[config.mk]
export PLATFORM = sky130hd
export DESIGN_NAME = hdx_flash_reader
export DESIGN_NICKNAME = d
export VERILOG_FILES = /design/src/rtl/hdx_pkg.sv /design/src/rtl/hdx_ctrl.sv /design/src/rtl/hdx_dpath.sv /design/src/rtl/hdx_flash_reader.sv
export SDC_FILE = /design/constraint.sdc
export NUM_CORES = 1
export LEC_CHECK = 0
export BUFFER_PORTS_ARGS = -buffer_cell sky130_fd_sc_hd__buf_4
export CAP_MARGIN = 20
export CORE_ASPECT_RATIO = 2
export CORE_MARGIN = 4
export CORE_UTILIZATION = 50
export CTS_CLUSTER_SIZE = 12
export DETAILED_ROUTE_END_ITERATION = 10
export GPL_TIMING_DRIVEN = 1
export PLACE_DENSITY = 0.71
export SLEW_MARGIN = 40
export SYNTH_ARGS = -nofsm -noshare
export SYNTH_HDL_FRONTEND = slang
export SYNTH_SLANG_ARGS = --single-unit
[constraint.sdc]
create_clock -name clk -period 2.7 [get_ports clk]
set_clock_uncertainty 0.2 [all_clocks]
set_input_delay 0.54 -clock clk [delete_from_list [all_inputs] [get_ports clk]]
set_output_delay 0.54 -clock clk [all_outputs]
set_load 0.05 [all_outputs]
[src/rtl/hdx_pkg.sv]
package hdx_pkg;
  localparam int OPCODE_W = 8;
  localparam logic [OPCODE_W-1:0] FAST_READ_OP = 8'h0B;
  localparam int ADDR_W = 24;
  localparam int WORD_W = 32;
  localparam int BYTE_W = 8;
  localparam int DUMMY_W = 8;
  localparam int HDR_W = OPCODE_W + ADDR_W;
  localparam int BIT_W = $clog2((HDR_W > WORD_W) ? HDR_W : WORD_W);

  typedef enum logic [2:0] {
    ST_IDLE,
    ST_LEAD,
    ST_XMIT,
    ST_TURN,
    ST_RECV,
    ST_TAIL
  } hdxState_t;

  // per-cycle commands from control to datapath; datapath registers them
  typedef struct packed {
    logic busy;
    logic load;
    logic csLow;
    logic oe;
    logic sclkHigh;
    logic shiftTx;
    logic sample;
    logic byteEnd;
    logic wordEnd;
  } hdxStrobe_t;
endpackage

[src/rtl/hdx_ctrl.sv]
module hdx_ctrl
  import hdx_pkg::*;
#(
  parameter int CLK_DIV = 4,
  parameter int CNT_W = 8
) (
  input  logic             clk,
  input  logic             rstN,
  input  logic             startReq,
  input  logic [CNT_W-1:0] wordCount,
  output hdxStrobe_t       strobe
);
  localparam int PH_W = $clog2(CLK_DIV);
  localparam logic [PH_W-1:0] PH_LAST = PH_W'(CLK_DIV - 1);
  localparam logic [PH_W-1:0] PH_HALF = PH_W'(CLK_DIV / 2);
  localparam logic [BIT_W-1:0] HDR_LAST = BIT_W'(HDR_W - 1);
  localparam logic [BIT_W-1:0] DUMMY_LAST = BIT_W'(DUMMY_W - 1);
  localparam logic [BIT_W-1:0] WORD_LAST = BIT_W'(WORD_W - 1);
  localparam int BYTE_IDX_W = $clog2(BYTE_W);
  localparam logic [BYTE_IDX_W-1:0] BYTE_LAST = BYTE_IDX_W'(BYTE_W - 1);

  hdxState_t state, stateNext;
  logic [PH_W-1:0] phase;
  logic [BIT_W-1:0] bitCnt, bitNext;
  logic [CNT_W-1:0] wordsLeft, wordsNext;
  logic lastPh, accept, atWordEnd;

  assign lastPh = (phase == PH_LAST);
  assign accept = (state == ST_IDLE) && startReq && (wordCount != '0);
  assign atWordEnd = (bitCnt == WORD_LAST);

  always_comb begin
    strobe = '0;
    stateNext = state;
    bitNext = bitCnt;
    wordsNext = wordsLeft;
    unique case (state)
      ST_IDLE: begin
        strobe.busy = accept;
        strobe.load = accept;
        if (accept) begin
          stateNext = ST_LEAD;
          wordsNext = wordCount;
          bitNext = '0;
        end
      end
      ST_LEAD: begin
        strobe.busy = 1'b1;
        strobe.csLow = 1'b1;
        strobe.oe = 1'b1;
        if (lastPh) stateNext = ST_XMIT;
      end
      ST_XMIT: begin
        strobe.busy = 1'b1;
        strobe.csLow = 1'b1;
        strobe.oe = 1'b1;
        strobe.sclkHigh = (phase >= PH_HALF);
        strobe.shiftTx = lastPh;
        if (lastPh) begin
          if (bitCnt == HDR_LAST) begin
            bitNext = '0;
            stateNext = ST_TURN;
          end else begin
            bitNext = bitCnt + 1'b1;
          end
        end
      end
      ST_TURN: begin
        strobe.busy = 1'b1;
        strobe.csLow = 1'b1;
        strobe.sclkHigh = (phase >= PH_HALF);
        if (lastPh) begin
          if (bitCnt == DUMMY_LAST) begin
            bitNext = '0;
            stateNext = ST_RECV;
          end else begin
            bitNext = bitCnt + 1'b1;
          end
        end
      end
      ST_RECV: begin
        strobe.busy = 1'b1;
        strobe.csLow = 1'b1;
        strobe.sclkHigh = (phase >= PH_HALF);
        strobe.sample = (phase == PH_HALF);
        strobe.byteEnd = (bitCnt[BYTE_IDX_W-1:0] == BYTE_LAST);
        strobe.wordEnd = atWordEnd;
        if (lastPh) begin
          if (atWordEnd) begin
            bitNext = '0;
            if (wordsLeft == CNT_W'(1)) stateNext = ST_TAIL;
            else wordsNext = wordsLeft - 1'b1;
          end else begin
            bitNext = bitCnt + 1'b1;
          end
        end
      end
      ST_TAIL: begin
        strobe.busy = 1'b1;
        strobe.csLow = 1'b1;
        if (lastPh) stateNext = ST_IDLE;
      end
      default: stateNext = ST_IDLE;
    endcase
  end

  always_ff @(posedge clk or negedge rstN) begin
    if (!rstN) begin
      state <= ST_IDLE;
      phase <= '0;
      bitCnt <= '0;
      wordsLeft <= '0;
    end else begin
      state <= stateNext;
      bitCnt <= bitNext;
      wordsLeft <= wordsNext;
      if (state == ST_IDLE || lastPh) phase <= '0;
      else phase <= phase + 1'b1;
    end
  end
endmodule

[src/rtl/hdx_dpath.sv]
module hdx_dpath
  import hdx_pkg::*;
(
  input  logic              clk,
  input  logic              rstN,
  input  hdxStrobe_t        strobe,
  input  logic [ADDR_W-1:0] startAddr,
  input  logic              dqIn,
  output logic [WORD_W-1:0] rdData,
  output logic              rdValid,
  output logic              busy,
  output logic              csN,
  output logic              sclk,
  output logic              dqOut,
  output logic              dqOe
);
  logic [HDR_W-1:0] txSh;
  logic [BYTE_W-1:0] byteSh, nextByte;
  logic [WORD_W-1:0] wordSh, nextWord;

  assign nextByte = {byteSh[BYTE_W-2:0], dqIn};
  assign nextWord = {nextByte, wordSh[WORD_W-1:BYTE_W]};

  always_ff @(posedge clk or negedge rstN) begin
    if (!rstN) begin
      txSh <= '0;
      byteSh <= '0;
      wordSh <= '0;
      rdData <= '0;
      rdValid <= 1'b0;
      busy <= 1'b0;
      csN <= 1'b1;
      sclk <= 1'b0;
      dqOut <= 1'b0;
      dqOe <= 1'b0;
    end else begin
      if (strobe.load) txSh <= {FAST_READ_OP, startAddr};
      else if (strobe.shiftTx) txSh <= {txSh[HDR_W-2:0], 1'b0};
      busy <= strobe.busy;
      csN <= !strobe.csLow;
      sclk <= strobe.sclkHigh;
      dqOe <= strobe.oe;
      dqOut <= strobe.oe ? txSh[HDR_W-1] : 1'b0;
      rdValid <= strobe.sample && strobe.wordEnd;
      if (strobe.sample) begin
        byteSh <= nextByte;
        if (strobe.byteEnd) wordSh <= nextWord;
        if (strobe.wordEnd) rdData <= nextWord;
      end
    end
  end
endmodule

[src/rtl/hdx_flash_reader.sv]
module hdx_flash_reader
  import hdx_pkg::*;
#(
  parameter int CLK_DIV = 4,
  parameter int CNT_W = 8
) (
  input  logic              clk,
  input  logic              rstN,
  input  logic              startReq,
  input  logic [ADDR_W-1:0] startAddr,
  input  logic [CNT_W-1:0]  wordCount,
  output logic [WORD_W-1:0] rdData,
  output logic              rdValid,
  output logic              busy,
  output logic              csN,
  output logic              sclk,
  output logic              dqOut,
  output logic              dqOe,
  input  logic              dqIn
);
  hdxStrobe_t strobe;

  hdx_ctrl #(.CLK_DIV(CLK_DIV), .CNT_W(CNT_W)) uCtrl (
    .clk(clk), .rstN(rstN), .startReq(startReq), .wordCount(wordCount),
    .strobe(strobe)
  );

  hdx_dpath uDpath (
    .clk(clk), .rstN(rstN), .strobe(strobe), .startAddr(startAddr),
    .dqIn(dqIn), .rdData(rdData), .rdValid(rdValid), .busy(busy),
    .csN(csN), .sclk(sclk), .dqOut(dqOut), .dqOe(dqOe)
  );
endmodule

======== After elaboration in Yosys (flattened, before gate mapping) ========
Index checks and enable logic that the tools add are counted.
cells by class
  add/subtract/negate cells ............... 3
  magnitude comparators ................... 1
  equal/unequal tests ..................... 23
  muxes and demuxes ....................... 33
  reductions and logical operators ........ 19
operators with widths
  kind                 number
  $mux 32              2
  $mux 3               11
  $mux 8               4
  $mux 5               5
  $ne 2x1->1 const B   11
  $pmux 3 s6           1
  $pmux 8 s2           1
  $pmux 5 s3           1
  $reduce_and 10->1    1
  $eq 3x3->1 const B   3
  $eq 8x1->1 const B   1
  $reduce_bool 8->1    1
  $sub 8x1->8 const B  1
  $eq 3x2->1 const B   2
  $mux 1               6
  $add 5x1->5 const B  1
  $eq 5x3->1 const B   1
  $eq 5x5->1 const B   1
  $reduce_and 5->1     1
  $reduce_or 5->1      1
  $eq 2x2->1 const B   2
  $reduce_and 2->1     2
  $reduce_and 4->1     1
  $reduce_bool 2->1    2
  13 further kinds     16
word-level totals
  flip-flop bits (word level) ............. 127
  input port bits ......................... 36
  output and inout port bits .............. 38
  logic and storage cells ................. 93

======== Logic depth before layout (Yosys ltp) ========
Gate-level depths: netlist of the first run.
  word-level depth ........................ 5
  mapped depth ............................ 7
  mapped depth without buffers ............ 7

======== Hierarchy ========
A second synthesis of the first run with hierarchy kept.
unflattened totals
  cell total of the unflattened synthesis .. 422
  area total of the unflattened synthesis .. 5471.5 um^2
by module, submodules not included
  module     instances  cells each  area each (um^2)  seq. area each (um^2)
  hdx_dpath  1          273         4141.5            2528.7
  hdx_ctrl   1          149         1330.0            450.4

======== Worst setup path after synthesis of the first run ========
OpenSTA, ideal clock, no wires.
  path kind ............................... reg-to-reg
  start point ............................. reg uCtrl.bitCnt[0]
  end point ............................... reg uCtrl.state[2]
  library setup time ...................... 122 ps
  arrival ................................. 1823 ps
  required time ........................... 2378 ps
  setup slack ............................. 556 ps
  cell stages (with the launch flop) ...... 8
  path buffers ............................ 0
  period minus slack after synthesis ...... 2144 ps
  cell sequence ........................... dfrtp_1 > ha_1 > and3_1 > ha_1 > o21ai_0 > a31oi_1 > or2_2 > a32o_1
on the way
  longest elaborated chain between the ends .. 3
  elaborated cells on any way between the ends .. 6
  classes of those cells .................. eq/ne: 5; reduce/logical: 1
RTL lines
  element                                   line                                            text
  start, declared                           hdx_ctrl.sv:24                                  logic [BIT_W-1:0] bitCnt, bitNext;
  start signal, assigned                    hdx_ctrl.sv:115                                 bitCnt <= bitNext;
  $eq 5x3->1 or $eq 5x5->1 (tied branches)  hdx_ctrl.sv:73, hdx_ctrl.sv:30, hdx_ctrl.sv:60
  $ne 2x1->1 (no line)                      --
  $reduce_and 10->1 (no line) *             --
  end signal, assigned                      hdx_ctrl.sv:114                                 state <= stateNext;
  end, declared                             hdx_ctrl.sv:22                                  hdxState_t state, stateNext;
Mark *: on every way between the ends. The rest lies on a longest branch, timed or not.
A chain may end at the register's enable or synchronous reset.

======== Worst setup path after layout of the first run ========
  start point ............................. reg uCtrl.bitCnt[0]
  end point ............................... reg uCtrl.wordsLeft[1]
on the way
  longest elaborated chain between the ends .. 3
RTL lines
  element                     line             text
  $eq 5x5->1                  hdx_ctrl.sv:30   assign atWordEnd = (bitCnt == WORD_LAST);
  $ne 2x1->1 (no line)        --
  $reduce_and 5->1 (no line)  --
  end signal, assigned        hdx_ctrl.sv:116  wordsLeft <= wordsNext;
  end, declared               hdx_ctrl.sv:25   logic [CNT_W-1:0] wordsLeft, wordsNext;
No other way between the ends.

==> results of run 1 <==
-- kinds of logic (layout without fill, tap and decap cells) --
logic type / count (synthesis) / in the layout
adder cells (fa/ha/maj): 7 / 7
AND/OR/NAND/NOR: 128 / 128
AO/OA/AOI/OAI: 72 / 72
flip-flops: 119 / 119
XOR/XNOR: 2 / 2
multiplexers: 66 / 66
buffers and inverters: 33 / 127
-- registers in the layout, indices dropped and copies added, names as in the netlist --
name             count
uDpath.dqOe          1
uDpath.byteSh        7
uDpath.rdValid       1
uDpath.rdData       32
uDpath.sclk          1
uCtrl.state          3
uCtrl.wordsLeft      8
uDpath.wordSh       24
uCtrl.bitCnt         5
uCtrl.phase          2
uDpath.busy          1
uDpath.txSh         32
uDpath.csN           1
uDpath.dqOut         1
-- metal layers --
metal	wire [um]	GRT usage [%]
met5	0	0
met4	164	7.17
met3	553	5.07
met2	5940	32.5
met1	4230	21.7
-- placed cells by master, fill, tap and decap left out, types with 6 or more instances in the layout --
cell,instances
sky130_fd_sc_hd__a21oi_1,8
sky130_fd_sc_hd__a22oi_1,24
sky130_fd_sc_hd__buf_4,84
sky130_fd_sc_hd__bufinv_16,6
sky130_fd_sc_hd__clkbuf_16,17
sky130_fd_sc_hd__dfrtp_1,118
sky130_fd_sc_hd__ha_1,7
sky130_fd_sc_hd__inv_1,8
sky130_fd_sc_hd__mux2_2,15
sky130_fd_sc_hd__mux2_4,50
sky130_fd_sc_hd__nand2_1,50
sky130_fd_sc_hd__nand3_1,28
sky130_fd_sc_hd__nor2_1,10
sky130_fd_sc_hd__nor3_1,10
sky130_fd_sc_hd__o21ai_0,11
sky130_fd_sc_hd__o22ai_1,6
-- path summary, 6_finish.rpt --
check                                 from            endpoint  slack, ps
hold reg to reg             uCtrl.phase[0]      uCtrl.phase[0]        270
setup / recovery           uCtrl.bitCnt[0]  uCtrl.wordsLeft[1]        300
max in group asynchronous             rstN  uCtrl.wordsLeft[0]       1130
setup reg to reg           uCtrl.bitCnt[0]  uCtrl.wordsLeft[1]        300
hold / removal                startAddr[0]      uDpath.txSh[0]        120
min in group asynchronous             rstN    uDpath.rdData[8]        450
-- worst reg2reg max path, delay by kind of cell, from the launching register on --
| family | cells | cell delay, ps |
|---|---|---|
| AOI/OAI and AO/OA | 1 | 470 |
| DFF | 1 | 390 |
| muxes | 1 | 320 |
| and+or+nand+nor | 3 | 440 |
| adders and majority gates | 2 | 490 |
-- through the flow --
stage               utilization [%]  worst slack [ps]  power [uW]  hold slack (ps)  cells
finish                         64.1               297        6530              123    658
global route                   64.1               118        6920              152    658
CTS                            64.1               299        6580              121    658
detailed placement             57.6               311        3980              269    625
global placement               57.6               389        3910              259    625
floorplan                         -               556        3550             44.4    427
-- final cells by class --
class	instances	area share [%]
Clock buffer	18	6.49
Clock inverter	14	3.63
Inverter	8	0.444
Multi-Input combinational cell	275	32.8
Sequential cell	119	44.1
Tap cell	137	2.53
Timing Repair Buffer	87	10.1
-- power by group through the flow --
stage	combinational, uW	sequential (uW)	clock [uW]
finish	1450	2510	2580
global route	1650	2560	2710
CTS	1460	2500	2620
detailed placement	1460	2520	0
global placement	1400	2500	0
floorplan	1070	2480	0
==> key figures, run 1 <==
Status
  – Result of the run: finished, final reports clean

Clock network
  – Number of sinks on the clock net: roughly 120
  – Cells resized by post-CTS repair: 0
  – Clock root buffer: sky130_fd_sc_hd__clkbuf_16
  – Quantity of hold-fixing buffers added after cts: 1
  – Register clock-pin slew on the reported worst setup and hold paths: 50 ps
  – Clk Latency, worst-skew pair: a little over 400 ps
  – Level count of the clock H-tree: 4
  – Post-CTS setup buffers: 0
  – Largest buffer count on any clock path: 2
  – CTS buffer count: 17
  – Clock tree from TritonCTS: done

Routing
  – Iteration-0 DRC Markers: between 100 and 150
  – Mean routed wirelength per cell: 16.5 um
  – Final wirelength: 10900 um
  – Detailed-routing iteration count for the pre-antenna-repair pass: 5
  – Number of remaining DRC errors: 0
  – Total number of vias: approximately 3700
  – Residual antenna-violating net count after detailed routing: 0
  – Average via count per standard cell: 5.59

Global routing
  – Total global routing track utilization: 18.8%
  – Remaining global-route overflow: 0
  – Number of global-route vias before repair: 3821
  – Pin count of the biggest net entering global routing: 51
  – Number of antenna violations at the first check in global routing: 0
  – Wire length of the first global-routing pass: ~18000 um

Worst setup path
  – Required time at the endpoint of the critical path: between 2000 and 3000 ps
  – CP dominant cell by count: sky130_fd_sc_hd__ha_1
  – Number of cell instances on the worst register-to-register path: 7
  – Family with the most delay on the worst path: adder cells
  – Kind of capture point of the worst setup path: flop
  – Arrival time reported for the critical path endpoint: between 2000 and 3000 ps
  – Count of cell instances traversed by the critical path: 7
  – Longest individual stage delay on the worst path: 470 ps
  – CP Max Fanout: 9
  – Sum of buffers and inverters on the critical path: 0
  – Element type at the critical path start: flop
  – CP max stage cell: sky130_fd_sc_hd__a211oi_4
  – Critical Path, Cell by Cell: ha_1 > and3_1 > ha_1 > nand2_1 > a211oi_4 > nor2_4 > mux2_4
  – Start-to-end type of the worst setup path: flop to flop

STA
  – Final critical delay including setup and external delays: 2400 ps
  – Headroom to the max-slew limit: just over 40%
  – Share of the clock period used by the worst path after layout: 89.0%
  – Unrepaired setup endpoints after global routing: no
  – Max Clk Rate: 416 MHz
  – Hold violation total from the final report: 0
  – Slew at the pin closest to its max-slew limit: 887 ps
  – Final total negative setup slack: 0 ps
  – Final max-slew violation count: 0
  – Final Setup Violations: 0

Synth
  – Xor/xnor share of the synthesized area: 0.326%
  – Mux share of post-synthesis cell area: 17.3%
  – Proportion of register bits with asynchronous set or reset after synthesis: 100%
  – Share of synthesized area occupied by flip-flops and latches: 55.4%
  – Cell area after synthesis: 0.00538 mm^2
  – Post-synthesis cell type with the largest combined area: sky130_fd_sc_hd__dfrtp_1
  – Post-synth top area share: 54.9%
  – Main combinational cell family by area after synthesis: multiplexers
  – Count of cell types in the netlist: between 50 and 60
  – Cells taking the most area after synthesis: sky130_fd_sc_hd__dfrtp_1, sky130_fd_sc_hd__mux2_4, sky130_fd_sc_hd__nand2_1
  – Top flip-flop cell by instance count after synthesis: sky130_fd_sc_hd__dfrtp_1
  – Synthesized netlist cell count: roughly 430
  – Most common cell in the synthesized netlist: sky130_fd_sc_hd__dfrtp_1
  – Syn avg cell area: 12.6 um^2
  – Post-synth EDFFs: 0
  – Number of storage elements in the synthesis netlist: about 120
  – Synth Area in Simple Gates: about an eighth
  – Compound-gate portion of the synthesized area: about a tenth
  – Adder and majority cell fraction of the synthesized area: 1.63%
  – Total of warnings raised by yosys: 0
  – Post-synth net total: 470
  – Commonest cells post-synth: sky130_fd_sc_hd__dfrtp_1, sky130_fd_sc_hd__mux2_4, sky130_fd_sc_hd__nand2_1, sky130_fd_sc_hd__nand3_1, sky130_fd_sc_hd__a22oi_1

Placed design
  – RePlAce Congestion: between 0.8 and 0.9
  – Number of buffer cells added on primary ports: 73
  – Placed inst area: 0.00607 mm^2
  – DP HPWL: 7500 um

Die
  – Initial core utilization: 51.0%
  – Row cnt: 53
  – Count of boundary I/O pins: 74
  – Core outline area: ~0.011 mm^2
  – Die span in y: 155 um
  – Die Footprint: 0.0126 mm^2
  – Die span in x: 81.3 um

Power
  – Clk network pwr share: 39.4%
  – PwrDens: 966 mW/mm^2
  – Fraction of power consumed by sequential logic: 38.4%
  – Net load switching power: 1990 uW
  – Leakage: around 0.0035 uW
  – Part of the power in combinational logic: 22.2%
  – Internal Dissipation: about 4500 uW
  – Switching power share of the total: between 30 and 40%
  – Max VDD drop: just under 0.0006 V

Finish
  – Syn-to-layout area delta: 25.8%
  – Fraction of final layout cells sized beyond drive strength 1: 37.4%
  – Final layout net count: 551
  – Filler cell count in the final layout: 806
  – Antenna diode count: 0
  – Area used by sequential logic in the layout: 0.00298 mm^2
  – Multi-input combinational cell area: 0.00222 mm^2
  – Area of all placed cells without fillers: 0.00676 mm^2

Worst hold path
  – Cells on Worst Hold Path: 3
  – Class of the most critical hold timing path: primary input to flop

Job
  – Max capacitance violation total: 0
No activity file was read; power rests on OpenSTA's default activity.
==> run 2: changes to the inputs <==
--- a/config.mk
+++ b/config.mk
@@ -14,6 +14,7 @@
 export DETAILED_ROUTE_END_ITERATION = 10
 export GPL_TIMING_DRIVEN = 1
 export PLACE_DENSITY = 0.71
+export RECOVER_POWER = 100
 export SLEW_MARGIN = 40
 export SYNTH_ARGS = -nofsm -noshare
 export SYNTH_HDL_FRONTEND = slang
==> run 2 against run 1 <==
Compared with the run above:
- sequential power is essentially flat
- maximum frequency decreased by 2.7%
- combinational power down 3%
- sequential share of layout area grew 2.6 points
- die area unchanged
- critical path depth down 1
- clock power about the same
- clock-buffer cell count unchanged
- final area is 5.5% lower
- critical endpoint is now uDpath.rdData[23]
==> key figures, run 2 (synthesis results as in run 1) <==
Clock network
  – Post-CTS setup buffers: 0 (unchanged)
  – Number of sinks on the clock net: 119 (unchanged)
  – Register clock-pin slew on the reported worst setup and hold paths: 50 ps (about the same)
  – Level count of the clock H-tree: 4 (unchanged)
  – Cells resized by post-CTS repair: 0 (unchanged)
  – Largest buffer count on any clock path: 2 (unchanged)
  – Clock root buffer: sky130_fd_sc_hd__clkbuf_16
  – Clk Latency, worst-skew pair: 410 ps (about the same)
  – CTS buffer count: 17 (unchanged)
  – Clock tree from TritonCTS: done

Power
  – Max VDD drop: 0.000578 V (-0.48%)
  – Internal Dissipation: 4500 uW (-0.92%)
  – PwrDens: 1010 mW/mm^2 (+4.9%)
  – Leakage: 0.00314 uW (-9.9%)
  – Switching power share of the total: 30.4% (about the same)
  – Net load switching power: 1970 uW (-0.91%)
  – Part of the power in combinational logic: 21.8% (-0.4 points)
  – Overall power consumption: 6470 uW (-0.92%)
  – Clk network pwr share: 39.8% (+0.4 points)
  – Fraction of power consumed by sequential logic: 38.4% (about the same)

Finish
  – Antenna diode count: 0 (unchanged)
  – Syn-to-layout area delta: 18.9%
  – Most used cells in the layout excluding fill and tap cells: sky130_fd_sc_hd__dfrtp_1, sky130_fd_sc_hd__nand2_1, sky130_fd_sc_hd__mux2_1
  – Regs by FF count: uDpath.rdData: 32 flops, uDpath.txSh: 32 flops, uDpath.wordSh: 24 flops
  – Filler cell count in the final layout: 902 (+12%)
  – Commonest non-fill, non-tap cell in the layout: sky130_fd_sc_hd__dfrtp_1
  – Fraction of final layout cells sized beyond drive strength 1: 20.5% (-17 points)
  – Final Instance Count excl. Fillers: 658 (unchanged)
  – Area of all placed cells without fillers: 0.00639 mm^2 (-5.5%)
  – Final layout net count: 551 (unchanged)

Job
  – Max capacitance violation total: 0 (unchanged)

Worst setup path
  – Worst reg2reg setup slack: 230 ps (-70 ps)
  – Required time at the endpoint of the critical path: 2780 ps (about the same)
  – Number of cell instances on the worst register-to-register path: 6 (-1)
  – CP Max Fanout: 18 (+9)
  – End of the worst register-to-register path: uDpath.rdData[23]
  – Launch point of the worst reg-to-reg path: uCtrl.bitCnt[0]
  – Arrival time reported for the critical path endpoint: 2550 ps (+50 ps)
  – Element type at the critical path start: flop
  – Kind of capture point of the worst setup path: flop
  – Start-to-end type of the worst setup path: flop to flop

Placed design
  – Cell count after placement: 625 (unchanged)
  – DP HPWL: 7500 um (unchanged)
  – RePlAce Congestion: 0.843 (unchanged)
  – Placed inst area: 0.00607 mm^2 (unchanged)
  – Number of buffer cells added on primary ports: 73 (unchanged)

STA
  – Unrepaired setup endpoints after global routing: no
  – Final critical delay including setup and external delays: 2470 ps (+67.5 ps)
  – Headroom to the max-slew limit: 31.3% (-9.0 points)
  – Max Clk Rate: 405 MHz (-2.7%)
  – Final total negative setup slack: 0 ps (unchanged)
  – Hold violation total from the final report: 0 (unchanged)
  – Final max-slew violation count: 0 (unchanged)
  – Final Setup Violations: 0 (unchanged)
  – Share of the clock period used by the worst path after layout: 91.5% (+2.5 points)
  – Slew at the pin closest to its max-slew limit: 1030 ps (+143 ps)

Worst hold path
  – Class of the most critical hold timing path: primary input to flop
  – Hold path endpoint: uDpath.txSh[0]
  – Cells on Worst Hold Path: 3 (unchanged)
  – Worst Hold Launch: startAddr[0]

Routing
  – Residual antenna-violating net count after detailed routing: 0 (unchanged)
  – Number of remaining DRC errors: 0 (unchanged)
  – Iteration-0 DRC Markers: 147 (+34%)
  – Average via count per standard cell: 5.56 (-0.52%)
  – Detailed-routing iteration count for the pre-antenna-repair pass: 6 (+1)
  – Final wirelength: 10800 um (-1.2%)
  – Total number of vias: 3660 (-0.52%)
  – Mean routed wirelength per cell: 16.3 um (-1.2%)

Status
  – Result of the run: finished, final reports clean

Global routing
  – Layer carrying the most global-route usage: met2
  – Total global routing track utilization: 18.8% (unchanged)
  – Wire length of the first global-routing pass: 18500 um (unchanged)
  – Met3 GRT Util: 5.07% (unchanged)
  – Number of antenna violations at the first check in global routing: 0 (unchanged)
  – Global Route met2 Usage: 32.5% (unchanged)
  – M1 GR Usage: 21.7% (unchanged)
  – Pin count of the biggest net entering global routing: 51 (unchanged)
  – Number of global-route vias before repair: 3821 (unchanged)
  – Remaining global-route overflow: 0 (unchanged)

Die
  – Core outline area: 0.0105 mm^2 (unchanged)
  – Die span in x: 81.3 um (unchanged)
  – Initial core utilization: 51.0% (unchanged)
  – Row cnt: 53 (unchanged)
  – Die Footprint: 0.0126 mm^2 (unchanged)
  – Count of boundary I/O pins: 74 (unchanged)
  – Die span in y: 155 um (unchanged)
-- run 2: area by class of cell --
type / count / area, um^2 / share of cell area (%)
inverter: 8 / 30.0 / 0.470
clock buffer: 18 / 439 / 6.87
tap: 137 / 171 / 2.68
multi-input combinational: 275 / 2010 / 31.5
clock inverter: 14 / 245 / 3.84
timing repair buffer: 87 / 513 / 8.03
sequential: 119 / 2980 / 46.6
-- run 2: how the worst max path moves through the flow --
stage / depth (start not counted) / start / endpoint / slack, ps
floorplan: 7 / uCtrl.bitCnt[0] / uCtrl.state[2] / 560
global placement: 7 / uCtrl.bitCnt[0] / uCtrl.wordsLeft[1] / 390
detailed placement: 7 / uCtrl.bitCnt[0] / uCtrl.wordsLeft[1] / 310
CTS: 7 / uCtrl.bitCnt[0] / uCtrl.wordsLeft[1] / 300
global route: 5 / uCtrl.state[0] / uDpath.txSh[1] / 90
finish: 6 / uCtrl.bitCnt[0] / uDpath.rdData[23] / 230
-- run 2: power by group through the flow --
stage / Combinational [uW] / Clock [uW] / Sequential [uW]
after global placement: 1400 / 0 / 2500
after detailed placement: 1460 / 0 / 2520
after global routing: 1600 / 2710 / 2550
after floorplan: 1070 / 0 / 2480
after CTS: 1460 / 2620 / 2500
final: 1410 / 2580 / 2490
-- run 2: metrics by stage --
stage                     utilization, %  setup slack, ps  hold slack (ps)
after detailed placement            57.6              311              269
after floorplan                        -              556             44.4
after global routing                60.6             95.0              152
after CTS                           64.1              299              121
after global placement              57.6              389              259
final                               60.6              229              120
-- run 2: critical path: stages (launching register included) --
cell,delay (ps)
sky130_fd_sc_hd__dfrtp_1,410
sky130_fd_sc_hd__ha_1,250
sky130_fd_sc_hd__and3_1,200
sky130_fd_sc_hd__ha_1,240
sky130_fd_sc_hd__nand2_2,330
sky130_fd_sc_hd__buf_4,340
sky130_fd_sc_hd__mux2_1,370
-- run 2: metal layers --
| metal | wire, um | part of all wire, % |
|---|---|---|
| met2 | 5890 | 55 |
| met1 | 4140 | 38 |
| met5 | 0 | 0 |
| met3 | 565 | 5.3 |
| met4 | 159 | 1.5 |
-- run 2: what timing repair did --
item,in CTS,in global routing
setup endpoints to repair,0,0
hold buffers,1,0
endpoints found under the hold margin,37,0
